$ cat config.mk
export PLATFORM = sky130hd
export DESIGN_NAME = wdog_guard
export DESIGN_NICKNAME = d
export VERILOG_FILES = /design/src/rtl/wdog_pkg.sv /design/src/rtl/wdog_dp.sv /design/src/rtl/wdog_ctrl.sv /design/src/rtl/wdog_guard.sv
export SDC_FILE = /design/constraint.sdc
export NUM_CORES = 1
export LEC_CHECK = 0
export CORE_ASPECT_RATIO = 2
export CORE_UTILIZATION = 50
export DETAILED_ROUTE_END_ITERATION = 16
export GPL_TIMING_DRIVEN = 0
export HOLD_SLACK_MARGIN = 0.03
export PLACE_DENSITY_LB_ADDON = 0.05
export SLEW_MARGIN = 15
export SYNTH_ARGS = -nofsm -noshare
export SYNTH_HDL_FRONTEND = slang
export SYNTH_SLANG_ARGS = --single-unit
$ cat constraint.sdc
create_clock -name clk -period 2.4 [get_ports clk]
set_clock_uncertainty 0.2 [all_clocks]
set_input_delay 0.6 -clock clk [delete_from_list [all_inputs] [get_ports clk]]
set_output_delay 0.6 -clock clk [all_outputs]
set_load 0.03 [all_outputs]
$ cat src/rtl/wdog_pkg.sv
package wdog_pkg;

  localparam int SEL_W   = 3;
  localparam int NUM_SEL = 1 << SEL_W;
  localparam int CTRL_W  = SEL_W + 2;

  // Layout of the write data word
  typedef struct packed {
    logic             turnOff;
    logic             enable;
    logic [SEL_W-1:0] sel;
  } ctrlWord_t;

  // Strobes from control to the counter datapath
  typedef struct packed {
    logic clear;
    logic run;
  } cntCmd_t;

endpackage

$ cat src/rtl/wdog_dp.sv
module wdog_dp
  import wdog_pkg::*;
#(
  parameter int BASE_LOG2 = 14
) (
  input  logic             clk,
  input  logic             rstN,
  input  cntCmd_t          cmd,
  input  logic [SEL_W-1:0] sel,
  output logic             expire
);

  localparam int CNT_W = BASE_LOG2 + NUM_SEL;

  logic [CNT_W-1:0] cnt;
  logic [CNT_W-1:0] lastTab [NUM_SEL];
  logic [CNT_W-1:0] lastSel;

  // Last count value before timeout for each select code
  for (genvar g = 0; g < NUM_SEL; g++) begin : g_last
    assign lastTab[g] = (CNT_W'(1) << (BASE_LOG2 + g)) - CNT_W'(1);
  end

  assign lastSel = lastTab[sel];
  assign expire  = cmd.run & (cnt == lastSel);

  always_ff @(posedge clk or negedge rstN) begin
    if (!rstN) begin
      cnt <= '0;
    end else if (cmd.clear) begin
      cnt <= '0;
    end else if (cmd.run) begin
      cnt <= cnt + CNT_W'(1);
    end
  end

  // the count never passes the limit of the current select
  a_r3_cnt_in_range: assert property (@(posedge clk) disable iff (!rstN)
    cnt <= lastSel);

  // a restart leaves the count at zero
  a_r5_clear_zero: assert property (@(posedge clk) disable iff (!rstN)
    cmd.clear |=> (cnt == '0));

  // with no tick and no clear the count holds
  a_r4_hold: assert property (@(posedge clk) disable iff (!rstN)
    (!cmd.run && !cmd.clear) |=> $stable(cnt));

endmodule

$ cat src/rtl/wdog_ctrl.sv
module wdog_ctrl
  import wdog_pkg::*;
#(
  parameter int WINDOW_CYC = 4,
  parameter int PULSE_CYC  = 16
) (
  input  logic              clk,
  input  logic              rstN,
  input  logic              oscTick,
  input  logic              wrEn,
  input  logic [CTRL_W-1:0] wrData,
  input  logic              kick,
  input  logic              flagClr,
  input  logic              expire,
  output cntCmd_t           cmd,
  output logic [SEL_W-1:0]  selOut,
  output logic              enOut,
  output logic              pulseOut,
  output logic              flagOut
);

  localparam int WIN_W   = $clog2(WINDOW_CYC + 1);
  localparam int PULSE_W = $clog2(PULSE_CYC + 1);

  ctrlWord_t          wr;
  logic               enReg;
  logic [SEL_W-1:0]   selReg;
  logic [WIN_W-1:0]   winCnt;
  logic [PULSE_W-1:0] pulseCnt;
  logic               flagReg;

  logic armed, disableHit, armHit, loadSel, selChange, turnOn, restart;
  logic pulseActive;

  assign wr          = ctrlWord_t'(wrData);
  assign armed       = (winCnt != '0);
  assign disableHit  = wrEn & ~wr.enable & armed & enReg;
  assign armHit      = wrEn & wr.enable & wr.turnOff;
  assign loadSel     = wrEn & wr.enable;
  assign selChange   = loadSel & (wr.sel != selReg);
  assign turnOn      = loadSel & ~enReg;
  assign restart     = kick | selChange | disableHit | turnOn;
  assign pulseActive = (pulseCnt != '0);

  always_comb begin
    cmd.run   = enReg & ~pulseActive & oscTick & ~restart;
    cmd.clear = restart | ~enReg | pulseActive | expire;
  end

  // Enable, select and unlock window
  always_ff @(posedge clk or negedge rstN) begin
    if (!rstN) begin
      enReg  <= 1'b0;
      selReg <= '0;
      winCnt <= '0;
    end else begin
      if (disableHit)   enReg <= 1'b0;
      else if (loadSel) enReg <= 1'b1;

      if (loadSel) selReg <= wr.sel;

      if (disableHit)  winCnt <= '0;
      else if (armHit) winCnt <= WIN_W'(WINDOW_CYC);
      else if (armed)  winCnt <= winCnt - WIN_W'(1);
    end
  end

  // Reset pulse and sticky flag
  always_ff @(posedge clk or negedge rstN) begin
    if (!rstN) begin
      pulseCnt <= '0;
      flagReg  <= 1'b0;
    end else begin
      if (expire)           pulseCnt <= PULSE_W'(PULSE_CYC);
      else if (pulseActive) pulseCnt <= pulseCnt - PULSE_W'(1);

      if (expire)       flagReg <= 1'b1;
      else if (flagClr) flagReg <= 1'b0;
    end
  end

  assign selOut   = selReg;
  assign enOut    = enReg;
  assign pulseOut = pulseActive;
  assign flagOut  = flagReg;

  // the watchdog turns off only while the window is open
  a_r8_off_in_window: assert property (@(posedge clk) disable iff (!rstN)
    $fell(enReg) |-> $past(winCnt != '0));

  // the watchdog turns on only through a write
  a_r2_on_by_write: assert property (@(posedge clk) disable iff (!rstN)
    $rose(enReg) |-> $past(wrEn));

  // the window never exceeds its length
  a_r10_window_bound: assert property (@(posedge clk) disable iff (!rstN)
    winCnt <= WIN_W'(WINDOW_CYC));

  // no timeout is detected while a pulse is running
  a_r7_no_expire_in_pulse: assert property (@(posedge clk) disable iff (!rstN)
    pulseActive |-> !expire);

  // a timeout always leaves the flag set
  a_r11_flag_on_expire: assert property (@(posedge clk) disable iff (!rstN)
    expire |=> flagReg);

endmodule

$ cat src/rtl/wdog_guard.sv
module wdog_guard
  import wdog_pkg::*;
#(
  parameter int BASE_LOG2  = 14,
  parameter int WINDOW_CYC = 4,
  parameter int PULSE_CYC  = 16
) (
  input  logic              clk,
  input  logic              rstN,
  input  logic              oscTick,
  input  logic              wrEn,
  input  logic [CTRL_W-1:0] wrData,
  input  logic              kick,
  input  logic              flagClr,
  output logic              wdReset,
  output logic              wdFlag
);

  cntCmd_t          cmd;
  logic [SEL_W-1:0] sel;
  logic             expire;
  logic             enabled;

  wdog_ctrl #(
    .WINDOW_CYC(WINDOW_CYC),
    .PULSE_CYC (PULSE_CYC)
  ) u_ctrl (
    .clk     (clk),
    .rstN    (rstN),
    .oscTick (oscTick),
    .wrEn    (wrEn),
    .wrData  (wrData),
    .kick    (kick),
    .flagClr (flagClr),
    .expire  (expire),
    .cmd     (cmd),
    .selOut  (sel),
    .enOut   (enabled),
    .pulseOut(wdReset),
    .flagOut (wdFlag)
  );

  wdog_dp #(
    .BASE_LOG2(BASE_LOG2)
  ) u_dp (
    .clk   (clk),
    .rstN  (rstN),
    .cmd   (cmd),
    .sel   (sel),
    .expire(expire)
  );

  // a disabled watchdog never times out
  a_r1_off_no_expire: assert property (@(posedge clk) disable iff (!rstN)
    !enabled |-> !expire);

endmodule

==> results.sh <==
export IMPL_outcome="finished clean"
export IMPL_grt_overflow_total=0
export IMPL_place_gp_congestion=0.867
export IMPL_avgViaCountPerCell=5.53
export IMPL_worstSkewPairLatency_ns=0.29
export IMPL_post_synth_top_area_fraction_pct=44.1
export IMPL_clock_tree_sinks=35
export IMPL_reg_to_reg_slack_setup_ns=0.03
export IMPL_ys_top_cells_by_area="dfrtp_1, xor2_1, nor2_1, xnor2_1, ha_1"
export IMPL_hpwl_um=3170
export IMPL_critical_path_launch_point_type="flip-flop"
export IMPL_place_inst=273
export IMPL_clk_root_buffer_cell="clkbuf_8"
export IMPL_synth_warning_count=0
export IMPL_timing_hold_worst_endpoint="u_ctrl.enOut$_DFFE_PN0P_"
export IMPL_timing_final_setup_violations=0
export IMPL_layout_area_overhead_vs_synth_pct=23.7
export IMPL_mapped_nets=225
export IMPL_timing_rr_end="u_dp.cnt[15]$_DFFE_PN0P_"
export IMPL_detailroute_via_count=1615
export IMPL_coreArea_sq_um=3840
export IMPL_power_leakage_nw=1.05
export IMPL_hold_depth=2
export IMPL_critical_path_max_fanout=7
export IMPL_drt_pass1_iterations=4
export IMPL_r2r_worst_path_cells=10
export IMPL_filler_cell_count=339
export IMPL_number_of_antenna_violations_at_the_first_check_in_global_routing=0
export IMPL_floorplan_io_pins=13
export IMPL_slew_headroom_pct=70.1
export IMPL_syn_cell_area_sq_um=1990
export IMPL_fin_hold_ws_ns=0.320
export IMPL_synth_yosys_seq_area_share_pct=44.1
export IMPL_critical_path_endpoint_type="flip-flop"
export IMPL_max_freq_mhz=423
export IMPL_dr_first_iter_drc_count=19
export IMPL_ys_seq_elements=35
export IMPL_final_hold_viol_count=0
export IMPL_start_util_pct=51.7
export IMPL_grt_pass1_wl_um=7070
export IMPL_post_route_period_util_pct=98.6
export IMPL_max_cap_violations=0
export IMPL_drt_antenna_violating_nets=0
export IMPL_startpoint_of_the_lowest_slack_register_to_register_path="u_ctrl.pulseCnt[0]$_DFFE_PN0P_"
export IMPL_finalWorstSetupSlack_ns=0.0336
export IMPL_synth_area_leader_cell="dfrtp_1"
export IMPL_grt_pass1_vias=1645
export IMPL_period_needed_ns=2.37
export IMPL_die_h_um=91.2
export IMPL_worst_hold_startpoint="u_ctrl.enOut$_DFFE_PN0P_"
export IMPL_dp_slack_ns=-0.354
export IMPL_total_of_buffers_placed_on_input_and_output_ports=12
export IMPL_die_area_sq_um=4250
export IMPL_wl_per_cell_um=15.0
export IMPL_total_clock_buffers_created_by_cts=5
export IMPL_synth_cells=209
export IMPL_max_clock_path_buffers=2
export IMPL_rows=32
export IMPL_route_detailed_drc=0
export IMPL_postPlaceCellArea_sq_um=2190
export IMPL_syn_area_per_cell_sq_um=9.51
export IMPL_fin_tns_setup_ns=0
export IMPL_antennaDiodeCount=0
export IMPL_max_vdd_ir_drop_mv=0.523
export IMPL_timing_max_transition_violations_final=0
export IMPL_cts_tree="built"
export IMPL_cp_arrival_ns=2.35
export IMPL_design_final_nets=256
export IMPL_worst_slew_pin_slew_ns=0.444
export IMPL_holdCritPathClass="reg2reg"
export IMPL_h_tree_level_count=2
export IMPL_grt_start_max_net_pins=23
export IMPL_final_cells=292
export IMPL_grtUsageTotal_pct=23.0
export IMPL_power_density_nw_per_um2=561
export IMPL_clk_transition_reported_paths_ns=0.07
export IMPL_setup_repair_after_global_routing_missed_its_margin="true"
export IMPL_layout_drive_gt1_share_pct=19.9
export IMPL_critPathKind="reg2reg"
export IMPL_worst_endpoint_required_ns=2.38
export IMPL_die_w_um=46.6
export IMPL_totalWireLength_um=4390
export IMPL_finalInstanceArea_sq_um=2460
export IMPL_synth_distinct_cells=43
-- layer usage --
layer	track usage, %	share of wire, %	wire length [um]	up-vias
li1	-	-	-	781
met1	22.5	36	1580	795
met2	41.7	59	2600	29
met3	4.77	2.4	107	10
met4	10.3	2.6	114	0
met5	0	0	0	-
-- worst max path at each step --
stage,to,startpoint,cells past startpoint
3_3_place_gp,u_dp.cnt[18]$_DFFE_PN0P_,oscTick,7
2_1_floorplan,u_dp.cnt[17]$_DFFE_PN0P_,u_ctrl.pulseCnt[0]$_DFFE_PN0P_,10
6_report,u_dp.cnt[15]$_DFFE_PN0P_,u_ctrl.pulseCnt[0]$_DFFE_PN0P_,10
4_1_cts,u_dp.cnt[5]$_DFFE_PN0P_,u_ctrl.pulseCnt[0]$_DFFE_PN0P_,10
5_1_grt,u_dp.cnt[15]$_DFFE_PN0P_,u_ctrl.pulseCnt[1]$_DFFE_PN0P_,10
3_5_place_dp,u_dp.cnt[20]$_DFFE_PN0P_,oscTick,7
-- through the flow --
step	power, mW	util, %
6_report	1.38	64.0
5_1_grt	1.45	64.0
4_1_cts	1.37	59.9
3_5_place_dp	0.957	57.1
3_3_place_gp	0.932	56.5
2_1_floorplan	0.868	-
-- cell families (layout without fill, tap and decap cells) --
group	after synthesis	count (layout)	synth area share [%]
AND/OR/NAND/NOR	97	97	26.7
buffers and inverters	21	53	4.91
flip-flops	35	35	44.1
adder cells (fa/ha/maj)	6	6	3.65
multiplexers	5	5	2.71
XOR/XNOR	23	23	10.1
AO/OA/AOI/OAI	22	22	7.81
-- critical path: stages, from the launching register on --
cell and delay (ns):
dfrtp_1 0.40, inv_2 0.10, ha_4 0.14, nor4b_4 0.23
inv_2 0.12, nor3b_4 0.31, nand4_4 0.22, buf_6 0.19
nand4_1 0.12, xor2_1 0.17, nor2_1 0.05
-- cells in the final DEF, fill, tap and decap left out, drive strengths merged, types with 3 or more instances in the layout --
cell	instances
dfrtp	35
nor2	30
nand2	16
buf	16
inv	14
nand3	14
xor2	13
xnor2	10
clkbuf	10
clkdlybuf4s50	9
nand4	9
a21oi	6
and3	6
o21ai	5
ha	5
nand2b	4
nor4	4
nor3	3
mux2	3
-- flip-flops by register name, indices dropped and copies added (netlist names) --
register,flops
u_ctrl.enOut,1
u_ctrl.flagOut,1
u_ctrl.pulseCnt,5
u_ctrl.selOut,3
u_ctrl.winCnt,3
u_dp.cnt,22
-- cell usage after synthesis, drive strengths merged --
library cell  number
nand2             16
and4               1
a211o              2
nor4b              1
a31o               1
nand4bb            1
and3               6
nor4               4
buf                5
a211oi             2
nand4b             2
o32ai              1
a21oi              6
nand3b             1
clkbuf             1
o221a              1
xnor2             10
ha                 5
and2               2
a31oi              1
nor2              30
maj3               1
nor3b              1
clkinv             1
mux2i              2
dfrtp             35
or3                1
xor2              13
inv               14
o21ai              5
nand3             14
a41o               1
o31ai              1
or2                1
nand2b             4
nand4              9
mux2               3
nor3               3
a21boi             1
-- layout make-up --
type | instances | area, sq um | share of cell area (%)
multi-input cells | 153 | 1090 | 44.2
repair buffers | 24 | 246 | 10.0
clock buffers | 7 | 76.3 | 3.10
plain buffers | 6 | 47.5 | 1.93
inverters | 15 | 56.3 | 2.29
clock inverters | 1 | 5.00 | 0.204
well taps | 51 | 63.8 | 2.60
flip-flops and latches | 35 | 876 | 35.6
-- power breakdown --
part | switching (mW) | internal [mW] | leakage (nW)
combinational | 0.164 | 0.146 | 0.537
sequential | 0.0274 | 0.630 | 0.474
clock | 0.208 | 0.204 | 0.0422
-- what timing repair did --
item	CTS	global route
hold endpoints to repair	9	0
pin swaps	2	12
endpoints found under the setup margin	17	20
resized for setup	7	18
cloned	0	1
hold buffers	1	0
buffers inserted	2	7
Note: power is estimated with default switching activity, not from simulation.
